--- config.mk ---
export PLATFORM = sky130hd
export DESIGN_NAME = dir_home_ctrl
export DESIGN_NICKNAME = d
export VERILOG_FILES = /design/src/rtl/dirc_pkg.sv /design/src/rtl/dirc_store.sv /design/src/rtl/dirc_decide.sv /design/src/rtl/dirc_ack_track.sv /design/src/rtl/dir_home_ctrl.sv
export SDC_FILE = /design/constraint.sdc
export NUM_CORES = 2
export LEC_CHECK = 0
export BUFFER_PORTS_ARGS = -buffer_cell sky130_fd_sc_hd__buf_4
export CAP_MARGIN = 15
export CORE_MARGIN = 2
export CORE_UTILIZATION = 55
export CTS_CLUSTER_SIZE = 16
export DETAILED_ROUTE_END_ITERATION = 8
export PLACE_DENSITY = 0.78
export SETUP_SLACK_MARGIN = 0.2
export SYNTH_ARGS = -nofsm -noshare
export SYNTH_HDL_FRONTEND = slang
export SYNTH_SLANG_ARGS = --single-unit
--- constraint.sdc ---
create_clock -name clk -period 118.1 [get_ports clk]
set_input_delay 0 -clock clk [delete_from_list [all_inputs] [get_ports clk]]
set_output_delay 0 -clock clk [all_outputs]
set_load 0.02 [all_outputs]
--- src/rtl/dirc_pkg.sv ---
package dirc_pkg;
  typedef enum logic [1:0] {ST_UNC = 2'd0, ST_SHR = 2'd1, ST_EXC = 2'd2} dir_st_e;
  typedef enum logic [1:0] {AC_REPLY = 2'd0, AC_FWD = 2'd1, AC_INV = 2'd2} dir_act_e;
  localparam logic [1:0] RC_SHR  = 2'd0;
  localparam logic [1:0] RC_EXC  = 2'd1;
  localparam logic [1:0] RC_NACK = 2'd2;
endpackage

--- src/rtl/dirc_store.sv ---
module dirc_store
  import dirc_pkg::*;
#(
  parameter int ENTRIES = 64,
  parameter int NCL     = 16,
  localparam int IW     = $clog2(ENTRIES)
) (
  input  logic           clk,
  input  logic           rst_n,
  input  logic [IW-1:0]  rd_idx,
  output dir_st_e        rd_st,
  output logic [NCL-1:0] rd_map,
  input  logic           wr_en,
  input  logic [IW-1:0]  wr_idx,
  input  dir_st_e        wr_st,
  input  logic [NCL-1:0] wr_map
);
  dir_st_e        st_arr  [ENTRIES];
  logic [NCL-1:0] map_arr [ENTRIES];

  for (genvar e = 0; e < ENTRIES; e++) begin : g_ent
    dir_st_e        st_r;
    logic [NCL-1:0] map_r;
    logic           we;
    assign we = wr_en && (wr_idx == IW'(e));
    always_ff @(posedge clk or negedge rst_n) begin
      if (!rst_n) begin
        st_r  <= ST_UNC;
        map_r <= '0;
      end else if (we) begin
        st_r  <= wr_st;
        map_r <= wr_map;
      end
    end
    assign st_arr[e]  = st_r;
    assign map_arr[e] = map_r;
  end

  assign rd_st  = st_arr[rd_idx];
  assign rd_map = map_arr[rd_idx];

  // an exclusive entry is only ever written with exactly one owner
  a_r7_excl_single_owner: assert property (@(posedge clk) disable iff (!rst_n)
    (wr_en && wr_st == ST_EXC) |-> $countones(wr_map) == 1);
endmodule

--- src/rtl/dirc_decide.sv ---
module dirc_decide
  import dirc_pkg::*;
#(
  parameter int NCL = 16,
  localparam int CW = $clog2(NCL)
) (
  input  logic           write,
  input  logic [CW-1:0]  src,
  input  dir_st_e        st,
  input  logic [NCL-1:0] map,
  output dir_act_e       act,
  output logic [1:0]     rcode,
  output dir_st_e        new_st,
  output logic [NCL-1:0] new_map,
  output logic [NCL-1:0] inv_mask,
  output logic [CW-1:0]  owner
);
  logic [NCL-1:0] src_bit;
  logic [NCL-1:0] others;

  assign src_bit = NCL'(1) << src;
  assign others  = map & ~src_bit;

  always_comb begin
    owner = '0;
    for (int i = 0; i < NCL; i++) begin
      if (map[i]) owner = i[CW-1:0];
    end
  end

  always_comb begin
    act      = AC_REPLY;
    rcode    = RC_SHR;
    new_st   = st;
    new_map  = map;
    inv_mask = '0;
    case (st)
      ST_SHR: begin
        if (!write) begin
          new_map = map | src_bit;
        end else if (others == '0) begin
          rcode   = RC_EXC;
          new_st  = ST_EXC;
          new_map = src_bit;
        end else begin
          act      = AC_INV;
          inv_mask = others;
          new_st   = ST_EXC;
          new_map  = src_bit;
        end
      end
      ST_EXC: begin
        if (map[src]) begin
          rcode = RC_EXC;
        end else begin
          act = AC_FWD;
          if (write) begin
            new_map = src_bit;
          end else begin
            new_st  = ST_SHR;
            new_map = map | src_bit;
          end
        end
      end
      default: begin
        rcode   = write ? RC_EXC : RC_SHR;
        new_st  = write ? ST_EXC : ST_SHR;
        new_map = src_bit;
      end
    endcase
  end
endmodule

--- src/rtl/dirc_ack_track.sv ---
module dirc_ack_track #(
  parameter int NCL = 16,
  localparam int CW = $clog2(NCL)
) (
  input  logic           clk,
  input  logic           rst_n,
  input  logic           load,
  input  logic [NCL-1:0] load_mask,
  input  logic           ack_valid,
  input  logic [CW-1:0]  ack_src,
  output logic           done
);
  logic [NCL-1:0] rem_q, rem_d, cleared;

  assign cleared = rem_q & ~(NCL'(1) << ack_src);

  always_comb begin
    rem_d = rem_q;
    done  = 1'b0;
    if (load) begin
      rem_d = load_mask;
    end else if (ack_valid) begin
      rem_d = cleared;
      done  = (rem_q != '0) && (cleared == '0);
    end
  end

  always_ff @(posedge clk or negedge rst_n) begin
    if (!rst_n) rem_q <= '0;
    else        rem_q <= rem_d;
  end

  // without a new load the outstanding set only ever shrinks
  a_r10_rem_shrinks: assert property (@(posedge clk) disable iff (!rst_n)
    !load |=> (rem_q & ~$past(rem_q)) == '0);
endmodule

--- src/rtl/dir_home_ctrl.sv ---
module dir_home_ctrl
  import dirc_pkg::*;
#(
  parameter int ENTRIES = 64,
  parameter int NCL     = 16,
  localparam int IW     = $clog2(ENTRIES),
  localparam int CW     = $clog2(NCL)
) (
  input  logic           clk,
  input  logic           rst_n,
  input  logic           req_valid,
  input  logic           req_write,
  input  logic [CW-1:0]  req_src,
  input  logic [IW-1:0]  req_blk,
  input  logic           ack_valid,
  input  logic [CW-1:0]  ack_src,
  input  logic           own_done,
  output logic           rep_valid,
  output logic [1:0]     rep_code,
  output logic [CW-1:0]  rep_dst,
  output logic [IW-1:0]  rep_blk,
  output logic           fwd_valid,
  output logic           fwd_write,
  output logic [CW-1:0]  fwd_dst,
  output logic [CW-1:0]  fwd_req,
  output logic [IW-1:0]  fwd_blk,
  output logic           inv_valid,
  output logic [NCL-1:0] inv_mask,
  output logic [IW-1:0]  inv_blk,
  output logic           gnt_valid,
  output logic [CW-1:0]  gnt_dst,
  output logic [IW-1:0]  gnt_blk
);
  // reset: asserted asynchronously, released on a clock edge
  logic [1:0] rst_sync_q;
  logic       rst_ni;
  always_ff @(posedge clk or negedge rst_n) begin
    if (!rst_n) rst_sync_q <= 2'b00;
    else        rst_sync_q <= {rst_sync_q[0], 1'b1};
  end
  assign rst_ni = rst_sync_q[1];

  dir_st_e        cur_st, nxt_st;
  logic [NCL-1:0] cur_map, nxt_map, dec_inv;
  dir_act_e       act;
  logic [1:0]     dec_code;
  logic [CW-1:0]  owner;

  logic          busy_q, busy_d, pinv_q, pinv_d;
  logic [IW-1:0] pblk_q, pblk_d;
  logic [CW-1:0] psrc_q, psrc_d;
  logic          nack, accept, start, inv_done, fwd_end;

  dirc_store #(.ENTRIES(ENTRIES), .NCL(NCL)) u_store (
    .clk(clk), .rst_n(rst_ni), .rd_idx(req_blk), .rd_st(cur_st), .rd_map(cur_map),
    .wr_en(accept), .wr_idx(req_blk), .wr_st(nxt_st), .wr_map(nxt_map));

  dirc_decide #(.NCL(NCL)) u_decide (
    .write(req_write), .src(req_src), .st(cur_st), .map(cur_map), .act(act),
    .rcode(dec_code), .new_st(nxt_st), .new_map(nxt_map), .inv_mask(dec_inv),
    .owner(owner));

  dirc_ack_track #(.NCL(NCL)) u_acks (
    .clk(clk), .rst_n(rst_ni), .load(start && act == AC_INV), .load_mask(dec_inv),
    .ack_valid(ack_valid && busy_q && pinv_q), .ack_src(ack_src), .done(inv_done));

  assign nack    = req_valid && busy_q && ((req_blk == pblk_q) || (act != AC_REPLY));
  assign accept  = req_valid && !nack;
  assign start   = accept && (act != AC_REPLY);
  assign fwd_end = busy_q && !pinv_q && own_done;

  // next state of the pending slot
  always_comb begin
    busy_d = busy_q;
    pinv_d = pinv_q;
    pblk_d = pblk_q;
    psrc_d = psrc_q;
    if (start) begin
      busy_d = 1'b1;
      pinv_d = (act == AC_INV);
      pblk_d = req_blk;
      psrc_d = req_src;
    end else if (inv_done || fwd_end) begin
      busy_d = 1'b0;
    end
  end

  always_ff @(posedge clk or negedge rst_ni) begin
    if (!rst_ni) begin
      busy_q <= 1'b0;
      pinv_q <= 1'b0;
      pblk_q <= '0;
      psrc_q <= '0;
    end else begin
      busy_q <= busy_d;
      pinv_q <= pinv_d;
      pblk_q <= pblk_d;
      psrc_q <= psrc_d;
    end
  end

  // output strobes
  logic rep_v_d, fwd_v_d, inv_v_d;
  assign rep_v_d = nack || (accept && act == AC_REPLY);
  assign fwd_v_d = start && act == AC_FWD;
  assign inv_v_d = start && act == AC_INV;

  always_ff @(posedge clk or negedge rst_ni) begin
    if (!rst_ni) begin
      rep_valid <= 1'b0;
      fwd_valid <= 1'b0;
      inv_valid <= 1'b0;
      gnt_valid <= 1'b0;
    end else begin
      rep_valid <= rep_v_d;
      fwd_valid <= fwd_v_d;
      inv_valid <= inv_v_d;
      gnt_valid <= inv_done;
    end
  end

  // payloads, loaded only with their strobe
  always_ff @(posedge clk or negedge rst_ni) begin
    if (!rst_ni) begin
      rep_code  <= '0;
      rep_dst   <= '0;
      rep_blk   <= '0;
      fwd_write <= 1'b0;
      fwd_dst   <= '0;
      fwd_req   <= '0;
      fwd_blk   <= '0;
      inv_mask  <= '0;
      inv_blk   <= '0;
      gnt_dst   <= '0;
      gnt_blk   <= '0;
    end else begin
      if (rep_v_d) begin
        rep_code <= nack ? RC_NACK : dec_code;
        rep_dst  <= req_src;
        rep_blk  <= req_blk;
      end
      if (fwd_v_d) begin
        fwd_write <= req_write;
        fwd_dst   <= owner;
        fwd_req   <= req_src;
        fwd_blk   <= req_blk;
      end
      if (inv_v_d) begin
        inv_mask <= dec_inv;
        inv_blk  <= req_blk;
      end
      if (inv_done) begin
        gnt_dst <= psrc_q;
        gnt_blk <= pblk_q;
      end
    end
  end

  // invalidations never target the requester and are never empty
  a_r5_inv_skips_requester: assert property (@(posedge clk) disable iff (!rst_ni)
    inv_valid |-> (inv_mask != '0) && !inv_mask[psrc_q]);
  // a grant follows an acknowledgement in the previous cycle
  a_r5_gnt_after_ack: assert property (@(posedge clk) disable iff (!rst_ni)
    gnt_valid |-> $past(ack_valid));
  // a forward never goes back to the requester
  a_r3_fwd_not_self: assert property (@(posedge clk) disable iff (!rst_ni)
    fwd_valid |-> fwd_dst != fwd_req);
  // retries only while a transaction was outstanding
  a_r9_nack_when_busy: assert property (@(posedge clk) disable iff (!rst_ni)
    (rep_valid && rep_code == RC_NACK) |-> $past(busy_q));
  // one request yields exactly one kind of action
  a_r8_one_action: assert property (@(posedge clk) disable iff (!rst_ni)
    $onehot0({fwd_valid, inv_valid, rep_valid && rep_code != RC_NACK}));
endmodule

==> results.py <==
metrics = {
    "sta": {
        "max_freq_mhz": 130,
        "holdWs_ns": 0.160,
        "slew_headroom": 0.158,
        "hold_viol": 0,
        "tns_ns": 0,
        "setup_viol": 0,
        "drv_slew": 0,
        "rsz0062_at_grt": "false",
        "worstMarginPinSlew_ns": 1.26,
        "clock_skew_ns": 0.0389,
        "finalCritPeriodShare": 0.0654,
        "period_minus_slack_ns": 7.72,
    },
    "placement": {
        "dp_cells": 5349,
        "hpwl_um": 97100,
        "routabilityCongestion": 0.943,
        "placement.io_buffers": 82,
    },
    "synth": {
        "synth_top_area_share": 0.511,
        "synth_nets": 4016,
        "synth_ff_type": "dfrtp_1",
        "yosysSeqAreaShare": 0.511,
        "ys_ff_latch": 1245,
        "syn_avg_cell_area_um2": 15.3,
        "async_flop_share": 1.00,
        "synth_edf_count": 0,
        "yosys-top-cells-count": "dfrtp_1 (1245), mux2_2 (673), mux2_4 (490)",
        "synth-warning-count": 0,
        "netlist_area_um2": 60900,
        "yosysTopAreaCell": "dfrtp_1",
        "netlist_instances": 3994,
        "yosysUniqueCellTypes": 84,
        "synth.most_common_cell": "dfrtp_1",
        "yosys-top-cells-area": "dfrtp_1 (51%), mux2_2 (12%), mux2_4 (12%)",
    },
    "routing": {
        "avgRoutedWirePerCell_um": 28.9,
        "dr.pass1.iters": 7,
        "via_per_inst": 6.45,
        "drt_first_iter_violations": 3320,
        "dr_total_vias": 36100,
        "drc_errors": 0,
        "drt_wl_total_um": 162000,
        "ant_nets": 0,
    },
    "worst_setup_path": {
        "crit_path_top_delay_cell": "or3_1",
        "worstPathArrival_ns": 8.33,
        "worst_path_most_repeated_cell": "buf_4",
        "startpoint_type": "input pin",
        "crit_chain": "dlygate4sd3_1, buf_6, buf_4, nor2b_4, buf_4, a22oi_1, nand3_1, nand4_1, o21ai_0, nand3_1, and3_1, a22o_1, o311ai_4, buf_4, buf_4, or3_1, mux2_2",
        "r2r_slack_ns": 111.46,
        "path_class": "input pin to register",
        "cp-end-kind": "register",
        "crit_required_ns": 118.71,
        "timing.rr.start": "u_store.g_ent[52].map_r[8]",
        "r2r-end": "u_store.g_ent[47].map_r[2]",
        "worstSetupStartpoint": "req_blk[3]",
        "r2r_cells": 13,
        "worst-path-buf-inv": 6,
        "crit_fanout": 56,
        "cp.depth": 17,
        "slowest_delay_ns": 1.05,
        "critical-path-top-delay-family": "buffers and inverters",
    },
    "global_route": {
        "overflow": 0,
        "grtUsageTotal": 0.289,
        "antenna_found_initial": 1,
        "grt_pass1_vias": 37600,
        "grt_pass1_wl_um": 246000,
        "grt_max_degree": 186,
    },
    "finish": {
        "synthToLayoutAreaGrowth_pct": 9.91,
        "utilization": 0.608,
        "fin_nets": 4043,
        "drive_above_1_share": 0.448,
        "fin_cells": 5598,
    },
    "power_and_ir_drop": {
        "power_density_nw_per_um2": 16.0,
        "p_leak_nw": 32.0,
        "finalPower_w": 0.00107,
        "vdd_drop_max_uv": 14.8,
    },
    "cts": {
        "cts_sinks": 1245,
        "htreeDepth": 4,
        "worstSkewPairLatency_ns": 0.75,
        "path_clk_slew_ns": 0.06,
        "numCtsBuffers": 131,
        "cts_tree": "built",
        "clockBufferDepth": 3,
        "cts_root_buf": "clkbuf_16",
    },
    "floorplanning": {
        "die_area_um2": 113000,
        "core.rowCount": 122,
        "dieWidth_um": 337,
        "ios": 83,
        "coreArea_um2": 110000,
        "initial_core_util": 0.553,
        "die_h_um": 337,
    },
    "job": {
        "maxCapViolations": 0,
    },
    "outcome": {
        "status": "finished clean",
    },
    "worst_hold_path": {
        "hold_class": "input pin to asynchronous set/reset pin",
    },
}
-- tightest hold or removal path: cells and delay by family --
| kind | cells | cell delay, ns |
|---|---|---|
| buffers and inverters | 3 | 1.22 |
-- power breakdown --
group          internal, W  total, W  leakage (nW)  switching [W]
clock             0.000245  0.000414          2.13       0.000170
combinational    0.0000737  0.000173          12.8      0.0000995
sequential        0.000465  0.000487          17.1      0.0000225
-- how the worst max path moves through the flow --
stage | slack [ns] | endpoint
after floorplan | 80.83 | busy_q
after global placement | 110.04 | u_store.g_ent[47].map_r[4]
after detailed placement | 109.97 | u_store.g_ent[47].map_r[1]
after CTS | 110.61 | u_store.g_ent[47].map_r[2]
after global routing | 110.22 | u_store.g_ent[47].map_r[2]
final | 110.38 | u_store.g_ent[47].map_r[2]
-- logic make-up (layout without fill, tap and decap cells) --
group | count (synthesis) | after routing | synth area share
DFF | 1245 | 1245 | 0.511
AOI/OAI and AO/OA | 318 | 318 | 0.0394
muxes | 1662 | 1662 | 0.366
other | 1 | 2 | 0.0000616
adders and majority gates | 2 | 2 | 0.000411
xor gates and xnor gates | 6 | 6 | 0.000863
and+or+nand+nor | 391 | 391 | 0.0412
buffers and inverters | 369 | 484 | 0.0403
-- flip-flops by register name, summed over array words and instances (netlist names), 6 cells and up --
register / cells
fwd_blk: 6
gnt_blk: 6
inv_blk: 6
inv_mask: 16
pblk_q: 6
rep_blk: 6
u_acks.rem_q: 16
u_store.g_ent.map_r: 1024
u_store.g_ent.st_r: 128
-- stage by stage --
stage | worst slack, ns | area [µm²]
2_1_floorplan | 80.83 | 60900
3_3_place_gp | 110.04 | 62300
3_5_place_dp | 109.97 | 62300
4_1_cts | 110.61 | 66800
5_1_grt | 110.22 | 67000
6_report | 110.38 | 67000
-- area by class of cell --
type | count | area, µm²
fillers | 8063 | 43300
flip-flops and latches | 1245 | 31200
multi-input cells | 2380 | 27600
clock buffers | 186 | 3870
repair buffers | 235 | 1960
well taps | 1488 | 1860
clock inverters | 35 | 402
inverters | 28 | 105
diodes | 1 | 2.50
-- layout by cell type, fill, tap and decap left out, types with 5 or more instances in the layout --
cell type and count:
inv_1 27, mux2_2 673, o21ai_0 19, clkbuf_8 28
nand2b_1 10, mux4_1 18, nand4_1 14, dlygate4sd3_1 23
a211oi_1 5, bufinv_16 8, o22ai_4 9, or3_1 18
nor3_4 52, or2_2 11, and2_1 8, o32ai_4 5
nor2b_1 12, a21oi_1 20, buf_4 202, mux4_2 163
clkinv_2 22, mux2i_1 275, a31oi_1 20, buf_16 5
mux2_1 42, a221oi_1 5, mux2_4 490, nor2_1 52
clkbuf_1 22, clkbuf_16 136, dfrtp_1 1244, and3_1 12
a22oi_1 151, o22ai_1 16, nand2_1 104, nand3_1 73
-- per-layer routing --
metal,global-route usage,wire (µm)
met5,0.000426,0
met1,0.398,67500
met3,0.0619,12400
met4,0.120,6700
met2,0.449,75400
-- repair_timing --
| action | 4_1_cts | 5_1_grt |
|---|---|---|
| buffers inserted | 0 | 0 |
| endpoints found under the hold margin | 53 | 0 |
| hold buffers | 23 | 0 |
| resized for setup | 0 | 0 |
Note: power is estimated with default switching activity, not from simulation.
